[config.mk]
export PLATFORM = sky130hd
export DESIGN_NAME = stop_power_ctrl
export DESIGN_NICKNAME = d
export VERILOG_FILES = /design/src/rtl/stop_pwr_pkg.sv /design/src/rtl/stop_mode_regs.sv /design/src/rtl/stop_wake_detect.sv /design/src/rtl/stop_stab_counter.sv /design/src/rtl/stop_seq_fsm.sv /design/src/rtl/stop_power_ctrl.sv
export SDC_FILE = /design/constraint.sdc
export NUM_CORES = 1
export LEC_CHECK = 0
export ABC_AREA = 1
export ABC_CLOCK_PERIOD_IN_PS = 1600
export CAP_MARGIN = 40
export CORE_ASPECT_RATIO = 0.8
export CORE_MARGIN = 4
export CORE_UTILIZATION = 45
export DETAILED_ROUTE_END_ITERATION = 7
export PLACE_DENSITY = 0.89
export SETUP_SLACK_MARGIN = 0.05
export SYNTH_ARGS = -nofsm -noshare
export SYNTH_HDL_FRONTEND = slang
export SYNTH_HIERARCHICAL = 1
export SYNTH_SLANG_ARGS = --single-unit
[constraint.sdc]
create_clock -name clk -period 1.6 [get_ports clk]
set_input_delay 0.4 -clock clk [delete_from_list [all_inputs] [get_ports clk]]
set_output_delay 0.4 -clock clk [all_outputs]
set_load 0.05 [all_outputs]
[src/rtl/stop_pwr_pkg.sv]
package stop_pwr_pkg;
  parameter int PRIO_W = 3;

  typedef enum logic [1:0] {
    PS_RUN  = 2'd0,
    PS_STOP = 2'd1,
    PS_WAIT = 2'd2
  } pwr_state_e;

  localparam logic [1:0] ADDR_MODE = 2'd0;
  localparam logic [1:0] ADDR_CTRL = 2'd1;
  localparam logic [1:0] ADDR_STAB = 2'd2;

  typedef struct packed {
    logic take;
    logic hold;
  } wake_class_t;

  // smaller number = more urgent
  function automatic logic prio_outranks(input logic [PRIO_W-1:0] req,
                                         input logic [PRIO_W-1:0] svc);
    return req < svc;
  endfunction

  function automatic wake_class_t classify_wake(input logic nmi,
                                                input logic in_svc,
                                                input logic outranks,
                                                input logic ie);
    wake_class_t c;
    c.take = nmi | (ie & (~in_svc | outranks));
    c.hold = ~c.take;
    return c;
  endfunction
endpackage

[src/rtl/stop_mode_regs.sv]
module stop_mode_regs
  import stop_pwr_pkg::*;
#(
  parameter int DATA_W     = 8,
  parameter int STAB_RESET = 16
) (
  input  logic              clk,
  input  logic              rst_n,
  input  logic              reg_wr,
  input  logic [1:0]        reg_addr,
  input  logic [DATA_W-1:0] reg_wdata,
  input  logic              run_active,
  input  logic              clear_stop,
  output logic              stop_accept,
  output logic              stop_flag,
  output logic [DATA_W-1:0] stab_reload
);
  logic mode_sel;

  assign stop_accept = reg_wr && (reg_addr == ADDR_CTRL) && reg_wdata[0]
                       && mode_sel && run_active;

  always_ff @(posedge clk or negedge rst_n) begin
    if (!rst_n) begin
      mode_sel    <= 1'b0;
      stab_reload <= DATA_W'(STAB_RESET);
    end else if (reg_wr) begin
      if (reg_addr == ADDR_MODE) mode_sel <= reg_wdata[0];
      if (reg_addr == ADDR_STAB) stab_reload <= reg_wdata;
    end
  end

  always_ff @(posedge clk or negedge rst_n) begin
    if (!rst_n)           stop_flag <= 1'b0;
    else if (clear_stop)  stop_flag <= 1'b0;
    else if (stop_accept) stop_flag <= 1'b1;
  end
endmodule

[src/rtl/stop_wake_detect.sv]
module stop_wake_detect
  import stop_pwr_pkg::*;
#(
  parameter int N_EXT = 7,
  parameter int N_PER = 4
) (
  input  logic              nmi_req,
  input  logic [N_EXT-1:0]  ext_irq,
  input  logic [N_EXT-1:0]  ext_mask,
  input  logic [N_PER-1:0]  per_irq,
  input  logic [N_PER-1:0]  per_mask,
  input  logic              in_service,
  input  logic [PRIO_W-1:0] svc_prio,
  input  logic [PRIO_W-1:0] irq_prio,
  input  logic              int_en,
  output logic              wake,
  output wake_class_t       wake_cls
);
  logic [N_EXT-1:0] ext_live;
  logic [N_PER-1:0] per_live;
  logic             mask_wake;

  genvar gi;
  generate
    for (gi = 0; gi < N_EXT; gi++) begin : g_ext
      assign ext_live[gi] = ext_irq[gi] & ~ext_mask[gi];
    end
    for (gi = 0; gi < N_PER; gi++) begin : g_per
      assign per_live[gi] = per_irq[gi] & ~per_mask[gi];
    end
  endgenerate

  assign mask_wake = (|ext_live) | (|per_live);
  assign wake      = nmi_req | mask_wake;
  assign wake_cls  = classify_wake(nmi_req, in_service,
                                   prio_outranks(irq_prio, svc_prio), int_en);
endmodule

[src/rtl/stop_stab_counter.sv]
module stop_stab_counter #(
  parameter int CNT_W = 8
) (
  input  logic             clk,
  input  logic             rst_n,
  input  logic             load,
  input  logic [CNT_W-1:0] load_val,
  input  logic             count_en,
  output logic             done
);
  logic [CNT_W-1:0] cnt;

  assign done = count_en && (cnt == '0);

  always_ff @(posedge clk or negedge rst_n) begin
    if (!rst_n)                       cnt <= '0;
    else if (load)                    cnt <= load_val;
    else if (count_en && cnt != '0)   cnt <= cnt - 1'b1;
  end
endmodule

[src/rtl/stop_seq_fsm.sv]
module stop_seq_fsm
  import stop_pwr_pkg::*;
(
  input  logic        clk,
  input  logic        rst_n,
  input  logic        stop_accept,
  input  logic        wake,
  input  wake_class_t wake_cls,
  input  logic        stab_done,
  output pwr_state_e  state,
  output logic        wake_evt,
  output logic        resume,
  output logic        take_irq,
  output logic        hold_pending
);
  wake_class_t cls_q;

  assign wake_evt = (state == PS_STOP) && wake;

  always_ff @(posedge clk or negedge rst_n) begin
    if (!rst_n) begin
      state        <= PS_RUN;
      cls_q        <= '0;
      resume       <= 1'b0;
      take_irq     <= 1'b0;
      hold_pending <= 1'b0;
    end else begin
      resume       <= 1'b0;
      take_irq     <= 1'b0;
      hold_pending <= 1'b0;
      unique case (state)
        PS_RUN:  if (stop_accept) state <= PS_STOP;
        PS_STOP: if (wake_evt) begin
          state <= PS_WAIT;
          cls_q <= wake_cls;
        end
        PS_WAIT: if (stab_done) begin
          state        <= PS_RUN;
          resume       <= 1'b1;
          take_irq     <= cls_q.take;
          hold_pending <= cls_q.hold;
        end
        default: state <= PS_RUN;
      endcase
    end
  end
endmodule

[src/rtl/stop_power_ctrl.sv]
module stop_power_ctrl
  import stop_pwr_pkg::*;
#(
  parameter int DATA_W     = 8,
  parameter int N_EXT      = 7,
  parameter int N_PER      = 4,
  parameter int STAB_RESET = 16
) (
  input  logic              clk,
  input  logic              rst_n,
  input  logic              reg_wr,
  input  logic [1:0]        reg_addr,
  input  logic [DATA_W-1:0] reg_wdata,
  input  logic              nmi_req,
  input  logic [N_EXT-1:0]  ext_irq,
  input  logic [N_EXT-1:0]  ext_mask,
  input  logic [N_PER-1:0]  per_irq,
  input  logic [N_PER-1:0]  per_mask,
  input  logic              in_service,
  input  logic [PRIO_W-1:0] svc_prio,
  input  logic [PRIO_W-1:0] irq_prio,
  input  logic              int_en,
  output logic              cpu_clk_en,
  output logic              osc_stop,
  output logic              in_stop,
  output logic              in_wait,
  output logic              stop_flag,
  output logic              resume,
  output logic              take_irq,
  output logic              hold_pending
);
  pwr_state_e        state;
  logic              stop_accept;
  logic              wake;
  logic              wake_evt;
  logic              stab_done;
  wake_class_t       wake_cls;
  logic [DATA_W-1:0] stab_reload;

  stop_mode_regs #(.DATA_W(DATA_W), .STAB_RESET(STAB_RESET)) u_regs (
    .clk(clk), .rst_n(rst_n), .reg_wr(reg_wr), .reg_addr(reg_addr),
    .reg_wdata(reg_wdata), .run_active(state == PS_RUN),
    .clear_stop(wake_evt), .stop_accept(stop_accept),
    .stop_flag(stop_flag), .stab_reload(stab_reload)
  );

  stop_wake_detect #(.N_EXT(N_EXT), .N_PER(N_PER)) u_wake (
    .nmi_req(nmi_req), .ext_irq(ext_irq), .ext_mask(ext_mask),
    .per_irq(per_irq), .per_mask(per_mask), .in_service(in_service),
    .svc_prio(svc_prio), .irq_prio(irq_prio), .int_en(int_en),
    .wake(wake), .wake_cls(wake_cls)
  );

  stop_stab_counter #(.CNT_W(DATA_W)) u_stab (
    .clk(clk), .rst_n(rst_n), .load(wake_evt), .load_val(stab_reload),
    .count_en(state == PS_WAIT), .done(stab_done)
  );

  stop_seq_fsm u_fsm (
    .clk(clk), .rst_n(rst_n), .stop_accept(stop_accept), .wake(wake),
    .wake_cls(wake_cls), .stab_done(stab_done), .state(state),
    .wake_evt(wake_evt), .resume(resume), .take_irq(take_irq),
    .hold_pending(hold_pending)
  );

  assign cpu_clk_en = (state == PS_RUN);
  assign osc_stop   = (state == PS_STOP);
  assign in_stop    = (state == PS_STOP);
  assign in_wait    = (state == PS_WAIT);
endmodule

==> run metrics <==
initial drt markers 133; Routability Congestion 0.917; CP Launch Point per_mask[3]; clock sink total 25; Finish-stage setup viols 0; critical path's largest stage delay 0.20 ns; cell area after synthesis 1520 um2; Worst-Skew Late Latency 0.27 ns; nets 328; Pleak 1.46 nW; hold_ws 0.480 ns; Synth Area in Simple Gates 29.1%; routed length per instance 15.9 um; Peak VDD IR 666 uV; initial antenna violation count 0; total gr overflow 0; mux cell area share after synthesis 0%; Placed Cells incl. Taps 305; final setup margin 0.0260 ns; period utilization 98.4%; Mapped Avg Cell Area 7.34 um2; final instance area 2550 um2; First-pass DRT Iterations 5; clk root buf clkbuf_8; minimum clock period 1.57 ns; main combinational cell family by area after synthesis simple AND/OR/NAND/NOR gates; WP data arrival 1.79 ns; post-synthesis xor/xnor area fraction 1.15%; Final ANT Viol Nets 0; num ports 52; skew final 0.00399 ns; reg2reg setup slack 0.08 ns; adder-cell share of the synthesized area 2.47%; Worst setup SP type primary input; Starting Density 48.2%; DP Area 2220 um2; Hold Path Class primary input to asynchronous set/reset pin; syn nets 254; worst-margin pin slew 0.319 ns; R2R depth 8; setup repair after global routing missed its margin true; P&R area growth vs syn 68.1%; outcome finished, final reports clean; Tot GR Track Use 20.7%; reg2reg end u_stab/cnt[3]; drt total wl 5.09 mm; # DRC 0; critical path cell sequence dlygate4sd2_1 -> inv_1 -> nand2_1 -> o21ai_1 -> nor2_1 -> nand3_2 -> nand3_4 -> inv_6 -> inv_6 -> nand3_1 -> nand2_1 -> inv_1 -> nand2_1; CTS Hold Bufs 0; layout cells sized above 1 31.4%; PD cells 1240 nW/um2; fin. max-slew vios 0; first-pass GRT wire length 6.99 mm; CP max FO 8; CTS tree yes; vias in the first global route 1585; row count 18; register bit total from synthesis 25; n_diodes 0; largest net degree at the start of global routing 26; register area share after synthesis 41.2%; post-synth cell types 27; cell count after synthesis 207; CP dominant cell by count nand2_1; CTS max path bufs 2; dpl ws -0.474 ns; number of I/O port buffers 51; core area 3150 um2; CP Class primary input to register; H-Tree Depth 1; Via Count 1703; Slew HR 78.7%; Required @ worst endpoint 1.81 ns; fin util 81.0%; drt via density 5.32; Reg2Reg Launch Point u_stab/cnt[0]; Compound-Gate Fraction of Synth Area 13.8%; critical path endpoint u_stab/cnt[7]; Die Footprint 4380 um2; total CTS buffers 3; Setup crit end kind register; Chip Height 60.0 um; f_max 635 MHz; Die W 73.0 um; DP HPWL 3.08 mm; Non-Filler Instances 320; Crit-path slowest cell dlygate4sd2_1; Yosys warnings 6; Max-Cap Viols 0; Worst-path clk slew 0.09 ns; Final Hold Viols 0
logic make-up after synthesis:
group	count (synthesis)
fa+ha+maj	3
simple gates	102
buf+inv	46
flops	25
xor+xnor	2
compound gates	29
worst max-delay path, delay by kind of cell:
kind	cells	cell delay [ns]
buf+inv	5	0.45
compound gates	1	0.07
simple gates	7	0.85
final cells by class:
cell class / count / area [um2]
multi-input combinational: 136 / 845
timing repair buffer: 72 / 813
sequential: 25 / 629
fill: 181 / 598
inverter: 43 / 171
tap: 40 / 50.0
clock buffer: 3 / 41.3
clock inverter: 1 / 5.00
through the flow:
step | total power, mW | TNS [ns]
3_3_place_gp | 2.35 | -3.64
5_1_grt | 3.34 | 0
3_5_place_dp | 2.42 | -4.71
2_1_floorplan | 1.87 | -0.106
4_1_cts | 2.85 | 0
6_report | 3.17 | 0
state kept, by name, summed over array words and instances (netlist names):
signal / count
u_fsm/cls_q: 2
u_fsm/hold_pending: 1
u_fsm/resume: 1
u_fsm/state: 2
u_fsm/take_irq: 1
u_regs/mode_sel: 1
u_regs/stab_reload: 8
u_regs/stop_flag: 1
u_stab/cnt: 8
power breakdown:
| group | total, mW | internal (mW) | switching (mW) |
|---|---|---|---|
| clock network | 0.375 | 0.174 | 0.200 |
| registers | 1.01 | 0.811 | 0.195 |
| logic | 1.79 | 0.784 | 1.01 |
routing by layer:
| layer | up-vias | GRT usage [%] | routed length (um) |
|---|---|---|---|
| met5 | - | 0 | 0 |
| met4 | 0 | 6.84 | 226 |
| met3 | 25 | 3.03 | 339 |
| met2 | 107 | 36.4 | 2610 |
| met1 | 788 | 26.1 | 1920 |
| li1 | 783 | - | - |
placed cells by master (no fill, tap or decap), drive strengths merged, types with 3 or more instances in the layout:
cell type,count
a21oi,3
ha,3
dlygate4sd2,7
o21ai,25
nand3,15
nand4,3
nand2,63
clkbuf,3
buf,29
dlymetal6s2s,20
clkdlybuf4s50,16
dfrtp,24
inv,43
nor2,20
Yosys cell counts:
cell type,number,area (um2)
nand3_1,13,65.1
xnor2_1,1,8.76
buf_2,1,5.00
inv_1,42,158
buf_6,1,11.3
ha_1,3,37.5
nor2_1,19,71.3
o22ai_1,1,6.26
inv_2,1,3.75
nand3_4,1,17.5
nand4_1,3,18.8
nor3_1,1,5.00
nand2_4,1,11.3
nor2_2,1,6.26
o21ai_0,10,50.1
buf_4,1,7.51
o21ai_2,13,114
a21oi_1,2,10.0
o21ai_4,1,16.3
nand3_2,1,10.0
nand2_2,2,12.5
dfstp_2,1,26.3
dfrtp_1,24,601
nand2_1,60,225
xor2_1,1,8.76
a21oi_2,1,8.76
o21ai_1,1,5.00
worst min path at each step:
| stage | endpoint | slack (ns) | start |
|---|---|---|---|
| floorplan | u_fsm/cls_q[0] | 0.10 | rst_n |
| global placement | u_fsm/cls_q[0] | 0.45 | u_fsm/cls_q[0] |
| detailed placement | u_fsm/cls_q[1] | 0.46 | u_fsm/cls_q[1] |
| CTS | u_fsm/take_irq | 0.49 | rst_n |
| global route | u_stab/cnt[0] | 0.51 | rst_n |
| finish | u_stab/cnt[5] | 0.48 | rst_n |
timing repair:
action                     4_1_cts  5_1_grt
gates resized for setup         31       50
pin swaps                       14       25
setup endpoints to repair       15       17
gates cloned                     1        0
hold endpoints to repair         0        0
setup buffers                    3        7
No activity file was read; power rests on OpenSTA's default activity.
